--- src/rtl/ftg_pkg.sv ---
package ftg_pkg;

  typedef enum logic [1:0] {
    BIN_NONE = 2'b00,
    BIN_TWO  = 2'b01,
    BIN_FOUR = 2'b10,
    BIN_RSVD = 2'b11
  } bin_mode_e;

  typedef enum logic [1:0] {
    ST_IDLE   = 2'b00,
    ST_ACTIVE = 2'b01,
    ST_VBLANK = 2'b10
  } seq_state_e;

  localparam int unsigned ROW_FLOOR  = 704;
  localparam int unsigned HB_FL_NONE = 61;
  localparam int unsigned HB_FL_TWO  = 71;
  localparam int unsigned HB_FL_FOUR = 91;
  localparam int unsigned VB_TAIL    = 4;

  function automatic int unsigned hb_floor(input logic [1:0] mode);
    case (bin_mode_e'(mode))
      BIN_NONE: hb_floor = HB_FL_NONE;
      BIN_TWO:  hb_floor = HB_FL_TWO;
      default:  hb_floor = HB_FL_FOUR;
    endcase
  endfunction

endpackage

--- src/rtl/ftg_ctx_shadow.sv ---
module ftg_ctx_shadow #(
  parameter int WIN_W  = 10,
  parameter int HGT_W  = 10,
  parameter int HB_W   = 10,
  parameter int VB_W   = 12,
  parameter int SHUT_W = 12,
  parameter int FINE_W = 10
) (
  input  logic              clk,
  input  logic              rst_n,
  input  logic              load,
  input  logic              ctx_sel,
  input  logic [1:0]        bin_mode,
  input  logic [WIN_W-1:0]  a_width,
  input  logic [HGT_W-1:0]  a_height,
  input  logic [HB_W-1:0]   a_hblank,
  input  logic [VB_W-1:0]   a_vblank,
  input  logic [SHUT_W-1:0] a_coarse,
  input  logic [FINE_W-1:0] a_fine,
  input  logic [WIN_W-1:0]  b_width,
  input  logic [HGT_W-1:0]  b_height,
  input  logic [HB_W-1:0]   b_hblank,
  input  logic [VB_W-1:0]   b_vblank,
  input  logic [SHUT_W-1:0] b_coarse,
  input  logic [FINE_W-1:0] b_fine,
  output logic [1:0]        shd_bin,
  output logic [WIN_W-1:0]  shd_width,
  output logic [HGT_W-1:0]  shd_height,
  output logic [HB_W-1:0]   shd_hblank,
  output logic [VB_W-1:0]   shd_vblank,
  output logic [SHUT_W-1:0] shd_coarse,
  output logic [FINE_W-1:0] shd_fine
);

  logic [1:0]        bin_d;
  logic [WIN_W-1:0]  width_d;
  logic [HGT_W-1:0]  height_d;
  logic [HB_W-1:0]   hblank_d;
  logic [VB_W-1:0]   vblank_d;
  logic [SHUT_W-1:0] coarse_d;
  logic [FINE_W-1:0] fine_d;

  always_comb begin
    bin_d = bin_mode;
    if (ctx_sel) begin
      width_d  = b_width;
      height_d = b_height;
      hblank_d = b_hblank;
      vblank_d = b_vblank;
      coarse_d = b_coarse;
      fine_d   = b_fine;
    end else begin
      width_d  = a_width;
      height_d = a_height;
      hblank_d = a_hblank;
      vblank_d = a_vblank;
      coarse_d = a_coarse;
      fine_d   = a_fine;
    end
  end

  always_ff @(posedge clk or negedge rst_n) begin
    if (!rst_n) begin
      shd_bin    <= '0;
      shd_width  <= '0;
      shd_height <= '0;
      shd_hblank <= '0;
      shd_vblank <= '0;
      shd_coarse <= '0;
      shd_fine   <= '0;
    end else if (load) begin
      shd_bin    <= bin_d;
      shd_width  <= width_d;
      shd_height <= height_d;
      shd_hblank <= hblank_d;
      shd_vblank <= vblank_d;
      shd_coarse <= coarse_d;
      shd_fine   <= fine_d;
    end
  end

endmodule

--- src/rtl/ftg_row_calc.sv ---
module ftg_row_calc #(
  parameter int WIN_W = 10,
  parameter int HB_W  = 10,
  parameter int ROW_W = 11
) (
  input  logic [WIN_W-1:0] width,
  input  logic [HB_W-1:0]  hblank,
  input  logic [1:0]       bin,
  output logic [HB_W-1:0]  hb_eff,
  output logic [ROW_W-1:0] row_clks
);

  import ftg_pkg::*;

  logic [HB_W-1:0]  floor_hb;
  logic [HB_W-1:0]  hb_clamped;
  logic [ROW_W-1:0] floor_row;
  logic [ROW_W-1:0] width_ext;
  logic [ROW_W-1:0] sum_clamped;
  logic [ROW_W-1:0] pad_hb;

  always_comb begin
    floor_hb    = HB_W'(hb_floor(bin));
    floor_row   = ROW_W'(ROW_FLOOR);
    width_ext   = ROW_W'(width);
    hb_clamped  = (hblank < floor_hb) ? floor_hb : hblank;
    sum_clamped = width_ext + ROW_W'(hb_clamped);
    pad_hb      = floor_row - width_ext;
    if (sum_clamped < floor_row) begin
      hb_eff   = HB_W'(pad_hb);
      row_clks = floor_row;
    end else begin
      hb_eff   = hb_clamped;
      row_clks = sum_clamped;
    end
  end

endmodule

--- src/rtl/ftg_vblank_calc.sv ---
module ftg_vblank_calc #(
  parameter int HGT_W  = 10,
  parameter int VB_W   = 12,
  parameter int SHUT_W = 12,
  parameter int FINE_W = 10,
  parameter int ROW_W  = 11,
  parameter int CLK_W  = 25
) (
  input  logic [ROW_W-1:0]  row_clks,
  input  logic [HGT_W-1:0]  height,
  input  logic [VB_W-1:0]   vblank,
  input  logic [SHUT_W-1:0] coarse,
  input  logic [FINE_W-1:0] fine,
  output logic [CLK_W-1:0]  vb_clks
);

  import ftg_pkg::*;

  logic [CLK_W-1:0] row_ext;
  logic [CLK_W-1:0] norm_clks;
  logic [CLK_W-1:0] span_rows;
  logic [CLK_W-1:0] hgt_rows;
  logic [CLK_W-1:0] long_clks;

  always_comb begin
    row_ext   = CLK_W'(row_clks);
    norm_clks = CLK_W'(vblank) * row_ext + CLK_W'(VB_TAIL);
    span_rows = CLK_W'(coarse) + CLK_W'(2);
    hgt_rows  = CLK_W'(height);
    if (span_rows > hgt_rows) begin
      long_clks = (span_rows - hgt_rows) * row_ext + CLK_W'(fine) + CLK_W'(VB_TAIL);
    end else begin
      long_clks = '0;
    end
    vb_clks = (long_clks > norm_clks) ? long_clks : norm_clks;
  end

endmodule

--- src/rtl/ftg_seq_counter.sv ---
module ftg_seq_counter #(
  parameter int ROW_W = 11,
  parameter int HGT_W = 10,
  parameter int CLK_W = 25
) (
  input  logic             clk,
  input  logic             rst_n,
  input  logic [ROW_W-1:0] width,
  input  logic [ROW_W-1:0] row_clks,
  input  logic [HGT_W-1:0] height,
  input  logic [CLK_W-1:0] vb_clks,
  output logic             load,
  output logic             frame_valid,
  output logic             line_valid,
  output logic             frame_start,
  output logic             row_start
);

  import ftg_pkg::*;

  seq_state_e       state_q, state_d;
  logic [ROW_W-1:0] col_q, col_d;
  logic [HGT_W-1:0] row_q, row_d;
  logic [CLK_W-1:0] vb_q, vb_d;
  logic             active;

  always_comb begin
    state_d = state_q;
    col_d   = col_q;
    row_d   = row_q;
    vb_d    = vb_q;
    load    = 1'b0;
    case (state_q)
      ST_IDLE: begin
        load    = 1'b1;
        state_d = ST_ACTIVE;
        col_d   = '0;
        row_d   = '0;
      end
      ST_ACTIVE: begin
        if (col_q == row_clks - ROW_W'(1)) begin
          col_d = '0;
          if (row_q == height - HGT_W'(1)) begin
            state_d = ST_VBLANK;
            vb_d    = '0;
          end else begin
            row_d = row_q + HGT_W'(1);
          end
        end else begin
          col_d = col_q + ROW_W'(1);
        end
      end
      ST_VBLANK: begin
        if (vb_q == vb_clks - CLK_W'(1)) begin
          load    = 1'b1;
          state_d = ST_ACTIVE;
          col_d   = '0;
          row_d   = '0;
        end else begin
          vb_d = vb_q + CLK_W'(1);
        end
      end
      default: state_d = ST_IDLE;
    endcase
  end

  always_ff @(posedge clk or negedge rst_n) begin
    if (!rst_n) begin
      state_q <= ST_IDLE;
      col_q   <= '0;
      row_q   <= '0;
      vb_q    <= '0;
    end else begin
      state_q <= state_d;
      col_q   <= col_d;
      row_q   <= row_d;
      vb_q    <= vb_d;
    end
  end

  always_comb begin
    active      = (state_q == ST_ACTIVE);
    frame_valid = active;
    line_valid  = active && (col_q < width);
    row_start   = active && (col_q == '0);
    frame_start = row_start && (row_q == '0);
  end

endmodule

--- src/rtl/ftg_frame_timer.sv ---
module ftg_frame_timer #(
  parameter int WIN_W  = 10,
  parameter int HGT_W  = 10,
  parameter int HB_W   = 10,
  parameter int VB_W   = 12,
  parameter int SHUT_W = 12,
  parameter int FINE_W = 10,
  localparam int ROW_W = ((WIN_W > HB_W) ? WIN_W : HB_W) + 1,
  localparam int CLK_W = ROW_W + ((VB_W > SHUT_W) ? VB_W : SHUT_W) + 2
) (
  input  logic              clk,
  input  logic              rst_n,
  input  logic              ctx_sel,
  input  logic [1:0]        bin_mode,
  input  logic [WIN_W-1:0]  a_width,
  input  logic [HGT_W-1:0]  a_height,
  input  logic [HB_W-1:0]   a_hblank,
  input  logic [VB_W-1:0]   a_vblank,
  input  logic [SHUT_W-1:0] a_coarse,
  input  logic [FINE_W-1:0] a_fine,
  input  logic [WIN_W-1:0]  b_width,
  input  logic [HGT_W-1:0]  b_height,
  input  logic [HB_W-1:0]   b_hblank,
  input  logic [VB_W-1:0]   b_vblank,
  input  logic [SHUT_W-1:0] b_coarse,
  input  logic [FINE_W-1:0] b_fine,
  output logic              frame_valid,
  output logic              line_valid,
  output logic              frame_start,
  output logic              row_start,
  output logic [HB_W-1:0]   eff_hblank,
  output logic [CLK_W-1:0]  eff_vblank
);

  logic              load;
  logic [1:0]        shd_bin;
  logic [WIN_W-1:0]  shd_width;
  logic [HGT_W-1:0]  shd_height;
  logic [HB_W-1:0]   shd_hblank;
  logic [VB_W-1:0]   shd_vblank;
  logic [SHUT_W-1:0] shd_coarse;
  logic [FINE_W-1:0] shd_fine;
  logic [HB_W-1:0]   hb_eff;
  logic [ROW_W-1:0]  row_clks;
  logic [CLK_W-1:0]  vb_clks;

  ftg_ctx_shadow #(
    .WIN_W(WIN_W), .HGT_W(HGT_W), .HB_W(HB_W),
    .VB_W(VB_W), .SHUT_W(SHUT_W), .FINE_W(FINE_W)
  ) u_shadow (
    .clk(clk), .rst_n(rst_n), .load(load),
    .ctx_sel(ctx_sel), .bin_mode(bin_mode),
    .a_width(a_width), .a_height(a_height), .a_hblank(a_hblank),
    .a_vblank(a_vblank), .a_coarse(a_coarse), .a_fine(a_fine),
    .b_width(b_width), .b_height(b_height), .b_hblank(b_hblank),
    .b_vblank(b_vblank), .b_coarse(b_coarse), .b_fine(b_fine),
    .shd_bin(shd_bin), .shd_width(shd_width), .shd_height(shd_height),
    .shd_hblank(shd_hblank), .shd_vblank(shd_vblank),
    .shd_coarse(shd_coarse), .shd_fine(shd_fine)
  );

  ftg_row_calc #(
    .WIN_W(WIN_W), .HB_W(HB_W), .ROW_W(ROW_W)
  ) u_row (
    .width(shd_width), .hblank(shd_hblank), .bin(shd_bin),
    .hb_eff(hb_eff), .row_clks(row_clks)
  );

  ftg_vblank_calc #(
    .HGT_W(HGT_W), .VB_W(VB_W), .SHUT_W(SHUT_W),
    .FINE_W(FINE_W), .ROW_W(ROW_W), .CLK_W(CLK_W)
  ) u_vblank (
    .row_clks(row_clks), .height(shd_height), .vblank(shd_vblank),
    .coarse(shd_coarse), .fine(shd_fine), .vb_clks(vb_clks)
  );

  ftg_seq_counter #(
    .ROW_W(ROW_W), .HGT_W(HGT_W), .CLK_W(CLK_W)
  ) u_seq (
    .clk(clk), .rst_n(rst_n),
    .width(ROW_W'(shd_width)), .row_clks(row_clks),
    .height(shd_height), .vb_clks(vb_clks),
    .load(load), .frame_valid(frame_valid), .line_valid(line_valid),
    .frame_start(frame_start), .row_start(row_start)
  );

  assign eff_hblank = hb_eff;
  assign eff_vblank = vb_clks;

endmodule

--- config.mk ---
export PLATFORM = sky130hd
export DESIGN_NAME = ftg_frame_timer
export DESIGN_NICKNAME = d
export VERILOG_FILES = /design/src/rtl/ftg_pkg.sv /design/src/rtl/ftg_ctx_shadow.sv /design/src/rtl/ftg_row_calc.sv /design/src/rtl/ftg_vblank_calc.sv /design/src/rtl/ftg_seq_counter.sv /design/src/rtl/ftg_frame_timer.sv
export SDC_FILE = /design/constraint.sdc
export NUM_CORES = 1
export LEC_CHECK = 0
export CAP_MARGIN = 25
export CORE_ASPECT_RATIO = 1.1
export CORE_MARGIN = 8
export CORE_UTILIZATION = 50
export DETAILED_ROUTE_END_ITERATION = 12
export GPL_ROUTABILITY_DRIVEN = 0
export HOLD_SLACK_MARGIN = 0.1
export PLACE_DENSITY = 0.73
export SYNTH_ARGS = -nofsm -noshare
export SYNTH_HDL_FRONTEND = slang
export SYNTH_HIERARCHICAL = 1
export SYNTH_SLANG_ARGS = --single-unit
export TNS_END_PERCENT = 100
--- constraint.sdc ---
create_clock -name clk -period 14.7 [get_ports clk]
set_input_delay 2.205 -clock clk [delete_from_list [all_inputs] [get_ports clk]]
set_output_delay 2.205 -clock clk [all_outputs]
set_load 0.01 [all_outputs]
### Yosys cells after proc, flatten, opt, wreduce, memory -nomap -nowiden

Index checks and enable logic that the tools add are counted.

| word-level totals | value |
|---|---|
| register bits after elaboration | 114 |
| input port bits | 133 |
| output and inout bits | 39 |
| logic and storage cells | 84 |

| cells by class | value |
|---|---|
| $add $sub $neg | 13 |
| multiply operators | 2 |
| order comparisons | 5 |
| eq/ne operators | 11 |
| mux-type cells | 29 |
| reduce and logical (&&, ||, !) cells | 13 |

Operators by type and width:

| cell | number |
|---|---|
| 2-to-1 mux 25 bit | 5 |
| 2-to-1 mux 10 bit | 9 |
| one-hot mux 25 bit (2 select lines) | 1 |
| 2-to-1 mux 11 bit | 3 |
| one-hot mux 11 bit (3 select lines) | 1 |
| one-hot mux 10 bit (3 select lines) | 1 |
| adder 25 x 1 -> 25 bit (second input constant) | 1 |
| adder 25 x 10 -> 25 bit | 1 |
| adder 25 x 3 -> 25 bit (second input constant) | 1 |
| equality test 25 bit | 1 |
| greater-than comparator 25 x 10 -> 1 bit | 1 |
| greater-than comparator 25 bit | 1 |
| multiplier 25 x 11 -> 25 bit | 1 |
| subtractor 25 x 1 -> 25 bit (second input constant) | 1 |
| subtractor 25 x 10 -> 25 bit | 1 |
| adder 23 x 3 -> 24 bit (second input constant) | 1 |
| 2-to-1 mux 12 bit | 2 |
| multiplier 12 x 11 -> 23 bit | 1 |
| one-hot mux 7 bit (2 select lines) | 1 |
| adder 12 x 2 -> 13 bit (second input constant) | 1 |
| adder 10 x 10 -> 11 bit | 1 |
| adder 11 x 1 -> 11 bit (second input constant) | 1 |
| equality test 11 bit | 1 |
| zero test 11 bit | 1 |
| other kinds (24) | 34 |

### Longest topological paths before layout

Gate-level depths: netlist of the first run.

| logic depth | value |
|---|---|
| word-level depth | 17 |
| mapped depth | 64 |

### Modules after synthesis

Netlist of the first run, hierarchy kept.

Modules (own cells, without submodules):

| module | times used | cells each | area an instance (um^2) | seq. area each (um^2) |
|---|---|---|---|---|
| ftg_vblank_calc | 1 | 1483 | 12406.9 | 0.0 |
| ftg_seq_counter | 1 | 542 | 4396.7 | 1201.2 |
| ftg_ctx_shadow | 1 | 281 | 3044.2 | 1651.6 |
| ftg_row_calc | 1 | 151 | 1156.1 | 0.0 |
| ftg_frame_timer | 1 | 1 | 3.8 | 0.0 |

### Worst setup path after synthesis of the first run

OpenSTA, ideal clock, no wires.

| timing | value |
|---|---|
| path kind | reg2reg |
| from | reg u_shadow.shd_bin[1] |
| to | reg u_shadow.shd_coarse[10] |
| setup time | 0.137 ns |
| data arrival time | 14.384 ns |
| data required time | 14.563 ns |
| slack | 0.179 ns |
| cell stages (with the launch flop) | 61 |
| path buffers | 6 |
| period minus slack after synthesis | 14.521 ns |
| cells stage by stage | dfrtp_1 -> or2_2 -> inv_1 -> ha_1 -> a21oi_1 -> o21ai_0 -> a21o_1 -> a21o_1 -> a21oi_1 -> or2_2 -> ha_1 -> inv_1 -> fa_1 -> nand2b_1 -> a21oi_2 -> or2_2 -> nor2_1 -> o31ai_4 -> [25 not listed] -> nor4_1 -> o221ai_1 -> and3_1 -> o22ai_2 -> buf_6 -> mux2i_1 -> inv_1 -> ha_1 -> nor3b_4 -> or3_1 -> a221oi_1 -> a2bb2oi_1 -> nand4_1 -> or3_1 -> a21oi_1 -> buf_4 -> clkbuf_1 -> a21oi_1 |

| between the ends | value |
|---|---|
| cells in the longest elaborated chain, start to end | 17 |
| elaborated cells on any way between the ends | 20 |
| classes of those cells | add/sub: 5; mul: 2; order compare: 3; eq/ne: 2; mux: 7; reduce/logical: 1 |

Ends and longest elaborated chain:

| what | line | RTL |
|---|---|---|
| from (decl) | ftg_ctx_shadow.sv:26 | `output logic [1:0] shd_bin,` |
| from (signal assigned) | ftg_ctx_shadow.sv:72 | `shd_bin <= bin_d;` |
| equality test 2 x 1 -> 1 bit / zero test 2 bit (equally long branches) | ftg_pkg.sv:23 | `case (bin_mode_e'(mode))` |
| one-hot mux 7 bit (2 select lines) (*) | ftg_pkg.sv:23 |  |
| < comparator 10 x 7 -> 1 bit | ftg_row_calc.sv:26 | `hb_clamped = (hblank < floor_hb) ? floor_hb : hblank;` |
| 2-to-1 mux 10 bit (*) | ftg_row_calc.sv:26 |  |
| adder 10 x 10 -> 11 bit (*) | ftg_row_calc.sv:27 | `sum_clamped = width_ext + ROW_W'(hb_clamped);` |
| < comparator 11 x 10 -> 1 bit | ftg_row_calc.sv:29 | `if (sum_clamped < floor_row) begin` |
| 2-to-1 mux 11 bit (*) | ftg_row_calc.sv:29 |  |
| via row_clks[10] | ftg_frame_timer.sv:44 | `logic [ROW_W-1:0] row_clks;` |
| [4 not listed] | -- |  |
| greater-than comparator 25 bit (*) | ftg_vblank_calc.sv:35 | `vb_clks = (long_clks > norm_clks) ? long_clks : norm_clks;` |
| 2-to-1 mux 25 bit (*) | ftg_vblank_calc.sv:35 |  |
| via eff_vblank[0] | ftg_frame_timer.sv:32 | `output logic [CLK_W-1:0] eff_vblank` |
| subtractor 25 x 1 -> 25 bit (*) | ftg_seq_counter.sv:54 | `if (vb_q == vb_clks - CLK_W'(1)) begin` |
| equality test 25 bit (*) | ftg_seq_counter.sv:54 |  |
| 2-to-1 mux 1 bit (*) | ftg_seq_counter.sv:54 |  |
| one-hot mux 1 bit (2 select lines) (*) | ftg_seq_counter.sv:33 | `case (state_q)` |
| via load | ftg_frame_timer.sv:35 | `logic load;` |
| to (signal assigned) | ftg_ctx_shadow.sv:77 | `shd_coarse <= coarse_d;` |
| to (decl) | ftg_ctx_shadow.sv:31 | `output logic [SHUT_W-1:0] shd_coarse,` |

Mark *: on every way through the listed nets, which the timed path passes. The rest lies on a longest branch.
A chain may end at the register's enable or synchronous reset.

### Worst setup path after layout of the first run

| timing | value |
|---|---|
| from | reg u_shadow.shd_bin[1] |
| to | out eff_vblank[20] |

| between the ends | value |
|---|---|
| cells in the longest elaborated chain, start to end | 13 |
| elaborated cells on any way between the ends | 16 |
| classes of those cells | add/sub: 4; mul: 2; order compare: 3; eq/ne: 1; mux: 5; reduce/logical: 1 |

Ends and longest elaborated chain:

| what | line | RTL |
|---|---|---|
| equality test 2 x 1 -> 1 bit / zero test 2 bit (equally long branches) | ftg_pkg.sv:23 |  |
| one-hot mux 7 bit (2 select lines) (*) | ftg_pkg.sv:23 |  |
| < comparator 10 x 7 -> 1 bit | ftg_row_calc.sv:26 |  |
| 2-to-1 mux 10 bit (*) | ftg_row_calc.sv:26 |  |
| adder 10 x 10 -> 11 bit (*) | ftg_row_calc.sv:27 |  |
| < comparator 11 x 10 -> 1 bit | ftg_row_calc.sv:29 |  |
| 2-to-1 mux 11 bit (*) | ftg_row_calc.sv:29 |  |
| via row_clks[2] | ftg_frame_timer.sv:44 |  |
| multiplier 25 x 11 -> 25 bit | ftg_vblank_calc.sv:31 | `long_clks = (span_rows - hgt_rows) * row_ext + CLK_W'(fine) + CLK_W'(VB_TAIL);` |
| adder 25 x 10 -> 25 bit | ftg_vblank_calc.sv:31 |  |
| adder 25 x 3 -> 25 bit | ftg_vblank_calc.sv:31 |  |
| 2-to-1 mux 25 bit | ftg_vblank_calc.sv:30 | `if (span_rows > hgt_rows) begin` |
| greater-than comparator 25 bit | ftg_vblank_calc.sv:35 |  |
| 2-to-1 mux 25 bit (*) | ftg_vblank_calc.sv:35 |  |
| to (decl) | ftg_frame_timer.sv:32 |  |

Marks and branches as above.

==> results of run 1 <==
[synth_stat cells (5+ instances only)]
cell / instances
inv_1: 397
nand2_1: 243
fa_1: 242
ha_1: 200
nor2_1: 153
a21oi_1: 128
and2_1: 121
dfrtp_1: 114
xnor2_1: 100
mux2i_1: 85
clkbuf_1: 79
o21ai_0: 64
xor2_1: 51
nor3_1: 39
a21o_1: 34
nand3_1: 33
nand4_1: 29
nor2b_1: 24
o21a_1: 23
and3_1: 20
nor4_1: 19
mux2_2: 18
or3_1: 17
nand2b_1: 16
buf_2: 15
a31oi_1: 13
or4_1: 11
a211oi_1: 10
mux2_4: 10
o211ai_1: 10
nor3b_1: 9
o31ai_1: 9
or2_2: 8
nand3b_1: 7
o21bai_1: 7
buf_8: 6
a2111oi_0: 5
and4_1: 5
[per-stage QoR]
step           area (µm²)  std cells  hold slack [ps]  setup TNS [ps]  util [%]
2_1_floorplan       21000       2458              489               0         -
3_3_place_gp        23400       3133              504               0      56.6
3_5_place_dp        23400       3134              522          -11000      56.6
4_1_cts             24100       3168              538               0      58.2
5_1_grt             24900       3214              552           -6480      60.2
6_report            24900       3215              540               0      60.2
[worst max-delay path: cells and delay by family, from the launching register on]
family,cells,cell delay (ps)
AO/OA/AOI/OAI,19,3590
adder cells (fa/ha/maj),9,3540
buffers and inverters,11,1730
AND/OR/NAND/NOR,7,1580
multiplexers,2,680
flip-flops,1,400
XOR/XNOR,1,160
[layer usage]
layer	up-vias	global-route usage, %	wire length (µm)
met5	-	0	0
met4	0	11.9	3100
met3	172	3.59	3850
met2	748	43.1	30200
met1	8934	29.0	24300
li1	8419	-	-
[final cells by class]
class | instances | area [µm²] | share of cell area, %
multi-input combinational | 1842 | 16600 | 66.6
sequential | 114 | 2850 | 11.4
timing repair buffer | 268 | 2700 | 10.8
inverter | 398 | 1490 | 5.99
tap | 560 | 701 | 2.81
clock buffer | 17 | 425 | 1.71
clock inverter | 15 | 149 | 0.597
antenna | 1 | 2.50 | 0.0100
[how the worst max path moves through the flow]
stage                                     endpoint  cells past startpoint                             from
4_1_cts                             eff_vblank[14]                     47  u_shadow/shd_bin[1]$_DFFE_PN0P_
6_report                            eff_vblank[20]                     49  u_shadow/shd_bin[1]$_DFFE_PN0P_
2_1_floorplan  u_shadow/shd_coarse[10]$_DFFE_PN0P_                     60  u_shadow/shd_bin[1]$_DFFE_PN0P_
5_1_grt                 u_seq/row_q[6]$_DFFE_PN0P_                     57  u_shadow/shd_bin[1]$_DFFE_PN0P_
3_5_place_dp   u_shadow/shd_coarse[10]$_DFFE_PN0P_                     57  u_shadow/shd_bin[1]$_DFFE_PN0P_
3_3_place_gp    u_shadow/shd_vblank[5]$_DFFE_PN0P_                     56  u_shadow/shd_bin[1]$_DFFE_PN0P_
[state kept, by name (all words and copies together), names as in the netlist]
name                 cells
u_seq/vb_q              25
u_shadow/shd_coarse     12
u_shadow/shd_vblank     12
u_seq/col_q             11
u_seq/row_q             10
u_shadow/shd_fine       10
u_shadow/shd_hblank     10
u_shadow/shd_height     10
u_shadow/shd_width      10
u_seq/state_q            2
u_shadow/shd_bin         2
[kinds of logic after synthesis]
| group | Yosys count |
|---|---|
| AO/OA/AOI/OAI | 355 |
| buffers and inverters | 503 |
| other | 1 |
| multiplexers | 113 |
| adder cells (fa/ha/maj) | 442 |
| XOR/XNOR | 152 |
| AND/OR/NAND/NOR | 778 |
| flip-flops | 114 |
[repair_timing]
item                                    in CTS  in global routing
gates cloned                                 0                  5
pin swaps                                    3                 36
resized for setup                           11                 87
endpoints found under the setup margin      96                138
endpoints found under the hold margin        0                  0
setup buffers                                2                 38
==> metrics, run 1 <==
row count 78; pre-CTS setup slack -210 ps; xor and xnor area share after synthesis 6.37%; nets 3216; CORE AREA 41400 µm²; sequential share of the synthesized area 13.6%; simple-gate share of the synthesized area 18.8%; Mapped Cells 2458; DPL Wire Length 47700 µm; area grow syn2layout 18.6%; Routed Antenna Nets 0; number of synthesized flops with an enable pin 0; Die Ht 231 µm; first-pass GRT wire length 96800 µm; # H-tree levels 4; R2R Setup Slk 330 ps; number of remaining DRC errors 0; commonest non-fill, non-tap cell in the layout inv_1; worst skew pair latency 460 ps; Ys Warns 6; min Tclk post-route 14380 ps; largest net degree at the start of global routing 65; Detailed Route WL 61400 µm; FILL cells 3598; largest family of logic cells by synthesized area adder cells; Worst-path clk slew 60 ps; skew final 13.3 ps; Sink Count 114; Final Hold Fails 0; layout cell share with drive strength beyond 1 9.68%; CTS tree yes; drt pass-1 iters 5; synth unique cells 89; WL per Instance 19.1 µm; vias in the first global route 19300; Netlist Area Pre-Place 21000 µm²; Die X 211 µm; Reg-to-Reg Start u_shadow/shd_bin[1]$_DFFE_PN0P_; WS Path Type reg -> out; final setup fails 0; CTS hold repair buffers 0; Inserted Clock Buffers 17; largest cells by area after synthesis fa_1, dfrtp_1, ha_1, inv_1, nand2_1; routed vias/inst 5.68; element type at the critical path start flop; Final Cycle Share 97.9%; Synthesized Nets 3033; initial DRC count 1115; FF-to-FF path depth 57; arrival time worst endpoint 12180 ps; CP max stage delay 620 ps; Final Max Slew Viols 0; Initial Utilization 50.8%; Worst Tran Pin Value 814 ps; total grt overflow 0; worst r2r dst u_seq/row_q[6]$_DFFE_PN0P_; Die ar. 48800 µm²; mux cell area share after synthesis 5.73%; Slowest cell on crit path clkdlybuf4s50_1; Synth Area in Compound Gates 11.0%; adder-cell share of the synthesized area 35.0%; Buffers on Ports 171; area fraction of the dominant cell type after synthesis 23.1%; vias post-DR 18300; Hold Path Class reg -> reg; CP max FO 17; worst hold start u_shadow/shd_coarse[0]$_DFFE_PN0P_; status finished clean; initial antenna violation count 0; WP data required 12490 ps; Max Cap Viol 0; gr usage total 24.5%; Crit. End Element primary output; predominant post-synthesis flop cell dfrtp_1; Max clock buf depth 2; unrepaired setup endpoints after global routing yes; slew margin rel. 45.2%; CTS Root Cell clkbuf_16; I/O Pins 172; post-synth top area cell fa_1; worst setup margin 315 ps; most frequent cells in the layout inv_1, fa_1, nand2_1, ha_1, clkdlybuf4s50_1; syn avg cell area 8.55 µm²; fmax 69.5 MHz; Synth async-reset ratio 100%; Hold Path Depth 2; number of synthesized register bits 114; Hold Path End u_shadow/shd_coarse[0]$_DFFE_PN0P_
Power of run 1 is left out: the tool's default activity adds up to more than one toggle a clock period on the data nets, which glitch-free logic cannot reach.
==> run 2, diff against run 1 <==
Settings changed: CORE_UTILIZATION 50 to 56, PLACE_DENSITY 0.73 to 0.8, SLEW_MARGIN set to 20.
==> run 2 against run 1 <==
- count of clock-buffer cells in the layout is the same
- final cell count shrank 2.2%
- via count is 1.9% higher
- global-route usage grew 2.4 points
- first-iteration DRC count grew 47%
==> metrics, run 2 (synthesis gave the netlist of run 1 again) <==
status finished clean; Final Cycle Share 98.9% (+1.1 points); worst hold start u_shadow/shd_coarse[0]$_DFFE_PN0P_; Max Cap Viol 0 (unchanged); vias in the first global route 19200 (-0.70%); worst skew pair latency 450 ps (about the same); Die ar. 44000 µm² (-10%); Initial Utilization 56.7% (+6.0 points); Worst-path clk slew 70 ps (about the same); Die X 201 µm (-5.1%); WP data required 15080 ps (+2590 ps); Crit. End Element flop; WL per Instance 19.8 µm (+3.4%); # H-tree levels 4 (unchanged); fmax 68.8 MHz (-1.1%); Final Hold Fails 0 (unchanged); vias post-DR 18600 (+1.9%); Fin Hold WS 525 ps (-14.5 ps); element type at the critical path start flop; CP startpoint u_shadow/shd_bin[1]$_DFFE_PN0P_; CORE AREA 37000 µm² (-10%); Slowest cell on crit path fa_1; Reg with most FFs u_seq/vb_q; drt pass-1 iters 6 (+1); CP max FO 26 (+9); initial DRC count 1642 (+47%); CTS hold repair buffers 0 (unchanged); min Tclk post-route 14540 ps (+157 ps); Buffers on Ports 171 (unchanged); I/O Pins 172 (unchanged); number of remaining DRC errors 0 (unchanged); WS Path Type reg -> reg; Detailed Route WL 62100 µm (+1.1%); max FFs per register 25 (unchanged); Max clock buf depth 2 (unchanged); FILL cells 2874 (-20%); total grt overflow 0 (unchanged); Routed Antenna Nets 0 (unchanged); Regs by FF count u_seq/vb_q (25), u_shadow/shd_coarse (12), u_shadow/shd_vblank (12); first-pass GRT wire length 96300 µm (-0.53%); routed vias/inst 5.92 (+4.2%); unrepaired setup endpoints after global routing yes; slew margin rel. 39.1% (-6.1 points); CTS Root Cell clkbuf_16; Final Max Slew Viols 0 (unchanged); Reg-to-Reg Start u_shadow/shd_bin[1]$_DFFE_PN0P_; Hold Path Class reg -> reg; Worst Tran Pin Value 914 ps (+100 ps); DPL Wire Length 46500 µm (-2.6%); nets 3211 (-0.16%); setup TNS 0 ps (unchanged); final setup fails 0 (unchanged); CP max stage delay 580 ps (-40 ps); row count 74 (-5.1%); area grow syn2layout 18.4%; initial antenna violation count 1 (+1); largest net degree at the start of global routing 76 (+17%); most frequent cells in the layout inv_1, fa_1, nand2_1, ha_1, clkdlybuf4s50_1; skew final 17.4 ps (+4.12 ps); arrival time worst endpoint 14920 ps (+2740 ps); Sink Count 114 (unchanged); gr usage total 26.9% (+2.4 points); Inserted Clock Buffers 17 (unchanged); layout cell share with drive strength beyond 1 9.32% (-0.36 points); commonest non-fill, non-tap cell in the layout inv_1; Die Ht 219 µm (-5.1%); CTS tree yes
==> run 2: cell count changes in the layout (fill, tap and decap cells not counted), moves of 4 or more <==
cell	previous run	this run
buf_12	13	7
buf_4	79	73
clkdlybuf4s50_1	161	157
dlymetal6s2s_1	8	12
==> run 2: path summary, 6_finish.rpt <==
| check | end | slack, ps | cells after the start |
|---|---|---|---|
| worst min-delay path | u_shadow/shd_coarse[0]$_DFFE_PN0P_ | 530 | 2 |
| worst min register to register | u_shadow/shd_coarse[0]$_DFFE_PN0P_ | 530 | 2 |
| max in group asynchronous | u_shadow/shd_fine[6]$_DFFE_PN0P_ | 11840 | 3 |
| worst max register to register | u_seq/row_q[9]$_DFFE_PN0P_ | 160 | 57 |
| min in group asynchronous | u_seq/vb_q[12]$_DFFE_PN0P_ | 1730 | 1 |
| worst max-delay path | u_seq/row_q[9]$_DFFE_PN0P_ | 160 | 57 |
==> run 2: repair_timing <==
item                       in CTS  in global routing
setup endpoints to repair      61                138
hold endpoints to repair        0                  0
gates cloned                    0                  9
pin swaps                       2                 32
resized for setup              11                 85
buffers inserted                3                 32
==> run 2: worst max-delay path, delay by kind of cell, from the launching register on <==
kind	cells	cell delay, ps
DFF	1	410
adders and majority gates	9	3700
AOI/OAI and AO/OA	22	4630
xor gates and xnor gates	1	150
muxes	2	590
buffers and inverters	12	1520
and+or+nand+nor	11	3460
==> run 2: per-stage QoR <==
stage	worst slack [ps]	cells	util [%]	area, µm²
2_1_floorplan	179	2458	-	21000
3_3_place_gp	323	3063	62.8	23200
3_5_place_dp	-90.6	3064	62.8	23300
4_1_cts	7.87	3099	64.8	24000
5_1_grt	-239	3143	67.1	24900
6_report	158	3144	67.1	24900
==> run 2: area by class of cell <==
| class | instances | area, µm² | area share (%) |
|---|---|---|---|
| inverter | 398 | 1490 | 6.01 |
| tap | 494 | 618 | 2.49 |
| multi-input combinational | 1844 | 16600 | 66.9 |
| antenna | 1 | 2.50 | 0.0101 |
| clock buffer | 17 | 425 | 1.71 |
| sequential | 114 | 2850 | 11.5 |
| timing repair buffer | 261 | 2650 | 10.6 |
| clock inverter | 15 | 196 | 0.790 |
==> run 2: layer usage <==
metal  track usage (%)  vias to the layer above  wire [µm]  share of wire [%]
met5                 0                        -         13              0.021
met4              14.5                        2       3390                5.5
met3              5.01                      214       4600                7.4
met2              47.0                      896      30600                 49
met1              31.3                     9109      23500                 38
li1                  -                     8391          -                  -
Power of run 2 is left out for the same reason.
==> run 3, diff against run 2 <==
Settings changed: CORE_UTILIZATION 56 to 44, PLACE_DENSITY 0.8 to 0.66.
Clock period 14.7 ns to 13.07 ns, I/O delays scaled along.
==> run 3 against run 2 <==
- the run now ends with setup timing left
- non-clock buffer count up 294
- first-iteration DRC count down 24%
- wire length up 9.8%
- die area up 25%
- critical path depth up 8
- worst hold slack worse by 0.62 ps
==> metrics, run 3 (synthesis gave the netlist of run 1 again) <==
pre-CTS setup slack -696 ps (-605 ps); Worst-path clk slew 70 ps (about the same); WP data required 13400 ps (-1680 ps); Die Ht 245 µm (+12%); Slowest cell on crit path or4_4; Die X 224 µm (+12%); Crit. End Element flop; Final Hold Fails 0 (unchanged); unrepaired setup endpoints after global routing yes; drt pass-1 iters 5 (-1); WS Path Type reg -> reg; fmax 72.4 MHz (+5.3%); failing checks setup timing; first-pass GRT wire length 105000 µm (+9.3%); Initial Utilization 44.2% (-13 points); Buffers on Ports 171 (unchanged); routed vias/inst 5.40 (-8.8%); Inserted Clock Buffers 17 (unchanged); CTS Root Cell clkbuf_16; Max clock buf depth 2 (unchanged); min Tclk post-route 13810 ps (-733 ps); slew margin rel. 26.6% (-12 points); commonest non-fill, non-tap cell in the layout inv_1; Fin Hold WS 525 ps (-0.622 ps); Regs by FF count u_seq/vb_q (25), u_shadow/shd_coarse (12), u_shadow/shd_vblank (12); Hold Path Class reg -> reg; # H-tree levels 4 (unchanged); max FFs per register 25 (unchanged); I/O Pins 172 (unchanged); Max Cap Viol 0 (unchanged); WL per Instance 19.0 µm (-3.8%); initial antenna violation count 0 (-1); Sink Count 114 (unchanged); Antenna diodes 0 (-1); CP max stage delay 550 ps (-30 ps); gr usage total 23.8% (-3.1 points); Die ar. 55000 µm² (+25%); worst skew pair latency 460 ps (about the same); status finished, violations left; vias post-DR 19400 (+4.0%); Routed Antenna Nets 0 (unchanged); Final Cycle Share 106% (+6.7 points); element type at the critical path start flop; Final Max Slew Viols 0 (unchanged); row count 84 (+14%); nets 3503 (+9.1%); vias in the first global route 20400 (+6.0%); CP max FO 8 (-69%); skew final 12.9 ps (-4.57 ps); final setup fails 138 (+138); arrival time worst endpoint 14140 ps (-780 ps); layout cell share with drive strength beyond 1 24.5% (+15 points); area grow syn2layout 37.4%; DPL Wire Length 50600 µm (+8.8%); Worst Tran Pin Value 1100 ps (+183 ps); Reg with most FFs u_seq/vb_q; Detailed Route WL 68200 µm (+9.8%); setup TNS -76560 ps (-76560 ps); CTS hold repair buffers 0 (unchanged); initial DRC count 1240 (-24%); largest net degree at the start of global routing 72 (-5.3%); total grt overflow 0 (unchanged); most frequent cells in the layout inv_1, buf_4, fa_1, nand2_1, ha_1; worst setup margin -740 ps (-897 ps); CORE AREA 47500 µm² (+28%); CTS tree yes; number of remaining DRC errors 0 (unchanged)
[run 3: cell count changes in the layout (fill, tap and decap cells not counted), moves of 13 or more]
cell | before | now
a21oi_1 | 121 | 80
o21ai_1 | 5 | 22
buf_4 | 73 | 273
nor3_1 | 37 | 24
a21oi_2 | 8 | 46
nor2_4 | 7 | 22
inv_1 | 396 | 383
o21ai_0 | 60 | 31
ha_4 | 4 | 19
buf_6 | 3 | 90
nor2_1 | 147 | 127
[run 3: timing repair]
action / CTS / global route
gates cloned: 8 / 11
gates resized for setup: 330 / 179
pin swaps: 75 / 90
buffers inserted: 72 / 45
endpoints found under the setup margin: 138 / 138
[run 3: cell type report]
cell class	count	area, µm²
timing repair buffer	555	5470
multi-input combinational	1842	17600
clock buffer	18	439
clock inverter	14	200
inverter	398	1500
tap	645	807
sequential	114	2850
fill	3916	18600
[run 3: per-stage QoR]
step | util (%) | area (µm²) | cells
floorplan | - | 21400 | 2458
detailed placement | 53.5 | 25400 | 3432
global route | 60.8 | 28900 | 3586
finish | 60.8 | 28900 | 3586
global placement | 53.4 | 25400 | 3431
CTS | 58.3 | 27700 | 3544
[run 3: worst paths after layout]
check	start	endpoint	slack [ps]	cells past startpoint
min in group asynchronous	rst_n	u_seq/col_q[0]$_DFFE_PN0P_	1520	1
setup reg to reg	u_shadow/shd_bin[0]$_DFFE_PN0P_	u_shadow/shd_fine[3]$_DFFE_PN0P_	-740	65
setup / recovery	u_shadow/shd_bin[0]$_DFFE_PN0P_	u_shadow/shd_fine[3]$_DFFE_PN0P_	-740	65
hold / removal	u_shadow/shd_fine[8]$_DFFE_PN0P_	u_shadow/shd_fine[8]$_DFFE_PN0P_	520	2
max in group asynchronous	rst_n	u_shadow/shd_height[9]$_DFFE_PN0P_	10170	2
hold reg to reg	u_shadow/shd_fine[8]$_DFFE_PN0P_	u_shadow/shd_fine[8]$_DFFE_PN0P_	520	2
[run 3: critical path, delay by kind of cell (launching register included)]
family | cells | cell delay (ps)
adders and majority gates | 9 | 3430
and+or+nand+nor | 15 | 3250
buffers and inverters | 24 | 3100
AOI/OAI and AO/OA | 15 | 2970
muxes | 2 | 490
DFF | 1 | 400
[run 3: routing by layer]
layer | routed length, µm | track usage, %
met3 | 4400 | 4.23
met1 | 26700 | 27.7
met2 | 33100 | 41.7
met4 | 3890 | 12.0
met5 | 0 | 0
Power of run 3 is left out for the same reason.
